<file path="src/rtl/nvb_pkg.sv">
package nvb_pkg;
  localparam int OFS_CTRL = 0;
  localparam int OFS_KEY  = 1;
  localparam int OFS_DATA = 2;
  localparam int OFS_ADDR = 3;

  localparam int CB_RD   = 0;
  localparam int CB_WR   = 1;
  localparam int CB_WEN  = 2;
  localparam int CB_ERR  = 3;
  localparam int CB_DONE = 4;
  localparam int CB_SEL  = 7;

  localparam logic [7:0] KEY_FIRST  = 8'h55;
  localparam logic [7:0] KEY_SECOND = 8'hAA;
  localparam logic [7:0] ERASED     = 8'hFF;

  typedef enum logic [1:0] {
    KS_IDLE  = 2'd0,
    KS_HALF  = 2'd1,
    KS_ARMED = 2'd2
  } key_state_e;
endpackage

</file>
<file path="src/rtl/nvb_keyseq.sv">
module nvb_keyseq (
  input  logic       clk,
  input  logic       rst,
  input  logic       wr_any,
  input  logic       wr_key,
  input  logic [7:0] wdata,
  output logic       armed
);
  import nvb_pkg::*;

  key_state_e state_q;

  always_ff @(posedge clk) begin
    if (rst) begin
      state_q <= KS_IDLE;
    end else if (wr_any) begin
      if (wr_key && wdata == KEY_FIRST)
        state_q <= KS_HALF;
      else if (wr_key && wdata == KEY_SECOND && state_q == KS_HALF)
        state_q <= KS_ARMED;
      else
        state_q <= KS_IDLE;
    end
  end

  assign armed = (state_q == KS_ARMED);
endmodule

</file>
<file path="src/rtl/nvb_wtimer.sv">
module nvb_wtimer #(
  parameter int CYCLES = 1000
) (
  input  logic clk,
  input  logic rst,
  input  logic start,
  output logic busy,
  output logic erase,
  output logic prog
);
  localparam int CW = (CYCLES > 2) ? $clog2(CYCLES) : 1;
  localparam logic [CW-1:0] LAST = CW'(CYCLES - 1);

  logic          busy_q;
  logic [CW-1:0] cnt_q;

  always_ff @(posedge clk) begin
    if (rst) begin
      busy_q <= 1'b0;
      cnt_q  <= '0;
    end else if (!busy_q) begin
      if (start) begin
        busy_q <= 1'b1;
        cnt_q  <= '0;
      end
    end else if (cnt_q == LAST) begin
      busy_q <= 1'b0;
      cnt_q  <= '0;
    end else begin
      cnt_q <= cnt_q + 1'b1;
    end
  end

  assign busy  = busy_q;
  assign erase = busy_q && (cnt_q == '0);
  assign prog  = busy_q && (cnt_q == LAST);
endmodule

</file>
<file path="src/rtl/nvb_store.sv">
module nvb_store #(
  parameter int DEPTH = 64,
  parameter int DW    = 8,
  localparam int IW   = $clog2(DEPTH)
) (
  input  logic          clk,
  input  logic          we,
  input  logic [IW-1:0] waddr,
  input  logic [DW-1:0] wdata,
  input  logic          re,
  input  logic [IW-1:0] raddr,
  output logic [DW-1:0] rdata
);
  logic [DW-1:0] cells [DEPTH];

  always_ff @(posedge clk) begin
    if (we)
      cells[waddr] <= wdata;
    if (re)
      rdata <= cells[raddr];
  end
endmodule

</file>
<file path="src/rtl/nvb_ctrl.sv">
module nvb_ctrl #(
  parameter int                BUS_AW       = 12,
  parameter logic [BUS_AW-1:0] BASE         = 12'hFA6,
  parameter int                DEPTH        = 64,
  parameter int                WRITE_CYCLES = 1000
) (
  input  logic              clk,
  input  logic              por,
  input  logic              warm_rst,
  input  logic [BUS_AW-1:0] bus_addr,
  input  logic [7:0]        bus_wdata,
  input  logic              bus_we,
  input  logic              bus_re,
  output logic [7:0]        bus_rdata,
  output logic              irq
);
  import nvb_pkg::*;

  localparam int IW = $clog2(DEPTH);
  localparam logic [BUS_AW-1:0] A_CTRL = BASE + BUS_AW'(OFS_CTRL);
  localparam logic [BUS_AW-1:0] A_KEY  = BASE + BUS_AW'(OFS_KEY);
  localparam logic [BUS_AW-1:0] A_DATA = BASE + BUS_AW'(OFS_DATA);
  localparam logic [BUS_AW-1:0] A_ADDR = BASE + BUS_AW'(OFS_ADDR);

  logic [7:0]    data_q, addr_q;
  logic          sel_q, wr_en_q, err_q, done_q, rd_go_q;
  logic [IW-1:0] wa_q;
  logic [7:0]    wd_q;

  logic wr_ctrl, wr_key, wr_data, wr_addr;
  logic in_range, armed, busy, tmr_erase, tmr_prog;
  logic rd_req, wr_start;
  logic [7:0] store_q, ctrl_view;

  assign wr_ctrl = bus_we && (bus_addr == A_CTRL);
  assign wr_key  = bus_we && (bus_addr == A_KEY);
  assign wr_data = bus_we && (bus_addr == A_DATA);
  assign wr_addr = bus_we && (bus_addr == A_ADDR);

  assign in_range = (int'(addr_q) < DEPTH);

  assign rd_req   = wr_ctrl && bus_wdata[CB_RD] && !sel_q && in_range;
  assign wr_start = wr_ctrl && bus_wdata[CB_WR] && armed && wr_en_q &&
                    !sel_q && in_range && !busy;

  nvb_keyseq u_key (
    .clk    (clk),
    .rst    (por || warm_rst),
    .wr_any (bus_we),
    .wr_key (wr_key),
    .wdata  (bus_wdata),
    .armed  (armed)
  );

  nvb_wtimer #(.CYCLES(WRITE_CYCLES)) u_tmr (
    .clk   (clk),
    .rst   (por || warm_rst),
    .start (wr_start),
    .busy  (busy),
    .erase (tmr_erase),
    .prog  (tmr_prog)
  );

  nvb_store #(.DEPTH(DEPTH), .DW(8)) u_store (
    .clk   (clk),
    .we    ((tmr_erase || tmr_prog) && !warm_rst && !por),
    .waddr (wa_q),
    .wdata (tmr_prog ? wd_q : ERASED),
    .re    (rd_req),
    .raddr (addr_q[IW-1:0]),
    .rdata (store_q)
  );

  always_ff @(posedge clk) begin
    if (por) begin
      data_q  <= '0;
      addr_q  <= '0;
      sel_q   <= 1'b0;
      wr_en_q <= 1'b0;
      err_q   <= 1'b0;
      done_q  <= 1'b0;
      rd_go_q <= 1'b0;
      wa_q    <= '0;
      wd_q    <= '0;
    end else if (warm_rst) begin
      wr_en_q <= 1'b0;
      done_q  <= 1'b0;
      rd_go_q <= 1'b0;
      if (busy)
        err_q <= 1'b1;
    end else begin
      rd_go_q <= rd_req;
      if (wr_ctrl) begin
        sel_q   <= bus_wdata[CB_SEL];
        wr_en_q <= bus_wdata[CB_WEN];
        err_q   <= err_q && bus_wdata[CB_ERR];
      end
      if (tmr_prog)
        done_q <= 1'b1;
      else if (wr_ctrl)
        done_q <= done_q && bus_wdata[CB_DONE];
      if (rd_go_q)
        data_q <= store_q;
      else if (wr_data && !busy)
        data_q <= bus_wdata;
      if (wr_addr && !busy)
        addr_q <= bus_wdata;
      if (wr_start) begin
        wa_q <= addr_q[IW-1:0];
        wd_q <= data_q;
      end
    end
  end

  always_comb begin
    ctrl_view          = '0;
    ctrl_view[CB_RD]   = rd_go_q;
    ctrl_view[CB_WR]   = busy;
    ctrl_view[CB_WEN]  = wr_en_q;
    ctrl_view[CB_ERR]  = err_q;
    ctrl_view[CB_DONE] = done_q;
    ctrl_view[CB_SEL]  = sel_q;
  end

  always_ff @(posedge clk) begin
    if (por)
      bus_rdata <= '0;
    else if (bus_re) begin
      unique case (bus_addr)
        A_CTRL:  bus_rdata <= ctrl_view;
        A_DATA:  bus_rdata <= data_q;
        A_ADDR:  bus_rdata <= addr_q;
        default: bus_rdata <= '0;
      endcase
    end
  end

  assign irq = done_q;
endmodule

</file>
<file path="config.mk">
export PLATFORM = sky130hd
export DESIGN_NAME = nvb_ctrl
export DESIGN_NICKNAME = d
export VERILOG_FILES = /design/src/rtl/nvb_pkg.sv /design/src/rtl/nvb_keyseq.sv /design/src/rtl/nvb_wtimer.sv /design/src/rtl/nvb_store.sv /design/src/rtl/nvb_ctrl.sv
export SDC_FILE = /design/constraint.sdc
export NUM_CORES = 1
export LEC_CHECK = 0
export BUFFER_PORTS_ARGS = -buffer_cell sky130_fd_sc_hd__buf_4
export CORE_MARGIN = 2
export CORE_UTILIZATION = 40
export CTS_BUF_LIST = sky130_fd_sc_hd__clkbuf_8
export DETAILED_ROUTE_END_ITERATION = 16
export PLACE_DENSITY = 0.61
export SLEW_MARGIN = 20
export SYNTH_ARGS = -nofsm -noshare
export SYNTH_HDL_FRONTEND = slang
export SYNTH_HIERARCHICAL = 1
export SYNTH_SLANG_ARGS = --single-unit
</file>
<file path="constraint.sdc">
create_clock -name clk -period 3.7 [get_ports clk]
set_input_delay 0.185 -clock clk [delete_from_list [all_inputs] [get_ports clk]]
set_output_delay 0.185 -clock clk [all_outputs]
set_load 0.1 [all_outputs]
</file>
### Yosys cells after proc, flatten, opt, wreduce, memory -nomap -nowiden

Memory sizes are Yosys's and may differ from the RTL's. A register that Yosys moved wholly into a read port is not among the register bits.
Cells that the tools add are included.

* add/subtract/negate cells: 1
* multipliers: 0
* divide/modulo/power cells: 0
* order comparisons: 1
* equal/unequal tests: 10
* shift-type cells: 0
* mux-type cells: 19
* bitwise gates (word level): 1
* reduce and logical (&&, ||, !) cells: 41

Operators with widths (count)
* equality test 12 bit (second input constant): 4
* two-way mux 10 bit: 3
* logical AND 1 bit: 24
* two-way mux 8 bit: 3
* one-hot mux 8 bit (3 select lines): 1
* adder 10 x 1 -> 10 bit (second input constant): 1
* equality test 10 bit (second input constant): 1
* zero test 10 bit: 1
* two-way mux 1 bit: 10
* AND reduction 2 bit: 5
* equality test 8 x 7 -> 1 bit (second input constant): 1
* equality test 8 bit (second input constant): 1
* < comparator 8 x 7 -> 1 bit (second input constant): 1
* nonzero test 2 bit: 4
* zero test 1 bit: 4
* two-way mux 2 bit: 2
* equality test 2 x 1 -> 1 bit (second input constant): 1
* equality test 2 bit (second input constant): 1
* logical OR 1 bit: 2
* inequality test 2 x 1 -> 1 bit (second input constant): 1
* OR reduction 2 bit: 1
* inverter 1 bit: 1

* register bits: 56
* latch bits: 0
* memory bits (writable): 512
* ROM bits: 0
* input bits: 25
* output and inout port bits: 9
* logic and storage cells: 87
* memories: 1

Memory list
* u_store.cells: words 64, width 8, rd ports 1, clocked after memory_dff 1, write ports 1, RTL line nvb_store.sv:14 `logic [DW-1:0] cells [DEPTH];`

### Depth between registers and ports, before layout

* depth after elaboration: 10
* mapped depth: 11
* mapped depth without buffers: 10

### By module

Netlist, hierarchy kept.

Modules (own cells, without submodules)
* nvb_store: instances 1, cells each 940, area each 20246.9 um^2, seq. area each 15615.0 um^2
* nvb_ctrl: instances 1, cells each 239, area each 2108.3 um^2, seq. area each 860.8 um^2
* nvb_wtimer: instances 1, cells each 78, area each 601.8 um^2, seq. area each 220.2 um^2
* nvb_keyseq: instances 1, cells each 14, area each 136.4 um^2, seq. area each 40.0 um^2

### Least setup slack after synthesis

Ideal clock, no wire load.

* path kind: register to register
* start point: register u_tmr.cnt_q[0]
* end point: memory u_store.cells[62][0], enable pin
* library setup time: 370 ps
* data arrival time: 2639 ps
* required time: 3330 ps
* setup slack: 690 ps
* stages on the path, launching flop included: 12
* path buffers: 1
* period minus slack after synthesis: 3010 ps
* cell sequence: dfxtp_1 > ha_1 > and4bb_1 > nand2_1 > nor2_1 > and2_1 > clkbuf_1 > nor2_1 > nor2_1 > nor2b_1 > nand3_1 > nor2_1

* word-level cells in the longest chain between the ends: 7
* elaborated cells between the ends (all ways): 9

Ends and longest elaborated chain
* from (decl): RTL line nvb_wtimer.sv:15 `logic [CW-1:0] cnt_q;`
* from (signal assigned): RTL line nvb_wtimer.sv:30 `cnt_q <= cnt_q + 1'b1;`
* equality test 10 bit: RTL line nvb_wtimer.sv:36 `assign prog = busy_q && (cnt_q == LAST);`
* logical AND 1 bit: RTL line nvb_wtimer.sv:36
* via tmr_prog: RTL line nvb_ctrl.sv:31 `logic in_range, armed, busy, tmr_erase, tmr_prog;`
* logical OR 1 bit: RTL line nvb_ctrl.sv:66 `.we ((tmr_erase || tmr_prog) && !warm_rst && !por),`
* logical AND 1 bit (2 in series): RTL line nvb_ctrl.sv:66
* two-way mux 1 bit: RTL line nvb_store.sv:17 `if (we)`
* two-way mux 1 bit (not written as such): RTL line nvb_store.sv:18 `cells[waddr] <= wdata;`
* to (decl): RTL line nvb_store.sv:14

The timed path passes the listed nets, and every way through them passes these cells.

### Worst setup path in the final report

* start point: register u_tmr.cnt_q[0]
* end point: memory u_store.cells[28][6], enable pin

The elaborated chain is that of the path after synthesis.

==> metrics <==
GR peak layer=met2; Finish-stage setup viols=0; GR Layer Usage met1=between 20% and 30%; max cap viols=0; I/O pins=34; Post-synth EDFFs=520; ANT nets after route=0; final hold vios=0; CTS root buffer=clkbuf_8; CTS buffer count=between 90 and 100; Starting Density=40.3%; cell area power density=approximately 470 nW/um2; commonest non-fill, non-tap cell in the layout=edfxtp_1; Wirelength per Cell=between 20 and 25 um; Yosys cell types=62; H-tree level count=3; Max FO, Critical Path=8; register clock-pin slew on the reported worst setup and hold paths=~60 ps; # DRC=0; mapped cell area=approximately 23000 um2; RSZ-0062 raised after global routing=no; Hold Path Class=in -> reg; CP Launch Type=register; Port Buffer Count=33; Post-Route WL=roughly 55000 um; clk buf depth=3; period utilization=approximately 95%; fmax=between 0.2 and 0.3 GHz; core area=57400 um2; Final GP Congestion=about 0.8; via count=~13000; antenna violations before repair=2; met3 Usage GRT=under 10%; Fin Hold WS=between 80 and 90 ps; die area=around 60000 um2; placed cells=roughly 2100; CP dominant cell by count=nor2_1; Die W=244 um; first-pass GRT wire length=between 80000 and 90000 um; Syn-to-layout area delta=15.9%; Post-DP HPWL=about 34000 um; 1st-iter DRT viols=1352; Total Power=12.7 mW; skew final=approximately 23 ps; final layout net count=1460; share of cells above drive strength 1=roughly 28%; largest net degree at the start of global routing=65; Main synth FF type=edfxtp_1; DR pass1 iterations=6; total global-route track usage=18.8%; Crit. End Element=register; most frequent cells in the layout=edfxtp_1, mux4_2, nor2_1; Syn Inst Count=between 1000 and 1500; Fill cells=between 4000 and 5000; clock sink count=576; Slew HR=31.8%; clock latency on the worst-skew pair=about 670 ps; sequential area share after synthesis=~72%; vias per std cell=~5.5; Post-Layout Inst Area=26800 um2; CTS tree=built; status=finished, final reports clean; Worst Path Arrival=3810 ps; Static Leak=slightly above 6 nW; vias in the first global route=around 13000; Yosys reg bits=~580; gr ovfl total=0; peak supply drop=0.247 mV; CP max stage cell=nor2_1; Syn. warnings=6; worst path cell trace=ha_1 > and4bb_1 > nand2_1 > nor2_1 > and2_1 > nor2_1 > nor2_1 > nor2b_1 > nand2_1 > nor2_1; Synthesized Nets=1298; # Post-CTS Setup Buffers=0; Slew @ Worst Pin=between 1000 and 1500 ps; Die Y=between 200 and 250 um; Fin Setup TNS=0 ps; Tmin final=3530 ps; async set-reset flop share out of synthesis=0%; CP peak stage delay=approximately 700 ps; Worst EP required=approximately 4000 ps; non-filler cells, final=approximately 2300; Placement Cell Area=around 25000 um2; Final Max Tran Viols=0; WS Path Type=reg -> reg; num rows=88; M2 GR Usage=between 30% and 40%; Synth Area per Inst=between 15 and 20 um2
==> layout make-up <==
type                            count  area, um2  share of cell area [%]
Antenna cell                        1       2.50                 0.00935
Clock buffer                       99       1360                    5.09
Clock inverter                     69        532                    1.99
Inverter                            8       30.0                   0.112
Multi-Input combinational cell    618       5970                    22.3
Sequential cell                   576      16700                    62.6
Tap cell                          765        957                    3.58
Timing Repair Buffer              134       1160                    4.33
==> timing repair <==
| action | in CTS | in global routing |
|---|---|---|
| hold buffers | 21 | 0 |
| resized for setup | 0 | 1 |
| endpoints found under the setup margin | 0 | 8 |
| endpoints found under the hold margin | 49 | 0 |
==> metal layers <==
layer,wire [um],vias to the layer above
met5,13,-
met3,3500,100
met2,26600,434
met4,1290,2
met1,24000,6507
li1,-,5489
==> registers in the layout, summed over array words and instances, names as in the netlist <==
name / cells
wa_q: 6
sel_q: 1
u_store/rdata: 8
u_key/state_q: 2
data_q: 8
wr_en_q: 1
u_tmr/busy: 1
addr_q: 8
u_store/cells: 512
rd_go_q: 1
bus_rdata: 8
wd_q: 8
irq: 1
err_q: 1
u_tmr/cnt_q: 10
==> worst paths after layout <==
| check | start | to | slack [ps] | depth (start not counted) |
|---|---|---|---|---|
| setup / recovery | u_tmr/cnt_q[0] | u_store/cells[28][6] | 170 | 10 |
| hold / removal | bus_addr[3] | wd_q[4] | 90 | 5 |
| setup reg to reg | u_tmr/cnt_q[0] | u_store/cells[28][6] | 170 | 10 |
| hold reg to reg | bus_rdata[2] | bus_rdata[2] | 460 | 2 |
==> power breakdown <==
part           leakage, nW  internal, mW  switching (mW)  total (mW)
combinational         1.79        0.0368          0.0407      0.0775
clock                 1.03          3.11            2.50        5.61
sequential            3.34          6.98       0.0000360        6.98
total                 6.16          10.1            2.54        12.7
==> critical path, delay by kind of cell (launching register included) <==
kind | cells | cell delay (ps)
flops | 1 | 390
fa+ha+maj | 1 | 250
simple gates | 9 | 2500
==> metrics by stage <==
step | utilization (%) | setup slack, ps
2_1_floorplan | - | 690
3_3_place_gp | 43.0 | 393
3_5_place_dp | 43.0 | 294
4_1_cts | 46.6 | 272
5_1_grt | 46.6 | 6.39
6_report | 46.6 | 168
==> cell families (layout without fill, tap and decap cells) <==
family	Yosys count	in the layout	synth area share [%]
multiplexers	194	194	15.4
AND/OR/NAND/NOR	296	296	6.66
buffers and inverters	77	310	1.80
other	0	1	0
AO/OA/AOI/OAI	126	126	3.56
adder cells (fa/ha/maj)	2	2	0.108
flip-flops	576	576	72.5
==> synth_stat cells, drive strengths merged (3+ instances only) <==
library cell  instances  area (um2)
edfxtp              520       15600
mux4                126        2840
nor2                110         413
dfxtp                56        1120
mux2i                39         390
nand2                37         139
buf                  36         263
a21oi                33         165
clkbuf               33         124
o21ai                31         155
mux2                 29         327
nor2b                28         175
nand3                24         120
nand2b               20         125
nand4                20         125
nor3                 13        65.1
a22oi                10        75.1
inv                   8        30.0
o221ai                8        70.1
o22ai                 8        50.1
a221oi                6        52.6
a211oi                5        37.5
nand3b                5        37.5
nor4                  5        46.3
and4                  4        35.0
and4bb                4        50.1
or3                   4        25.0
and3                  3        18.8
nand4b                3        26.3
o2111ai               3        26.3
o2bb2ai               3        26.3
or4                   3        22.5
Power figures use the tool's default switching activity.
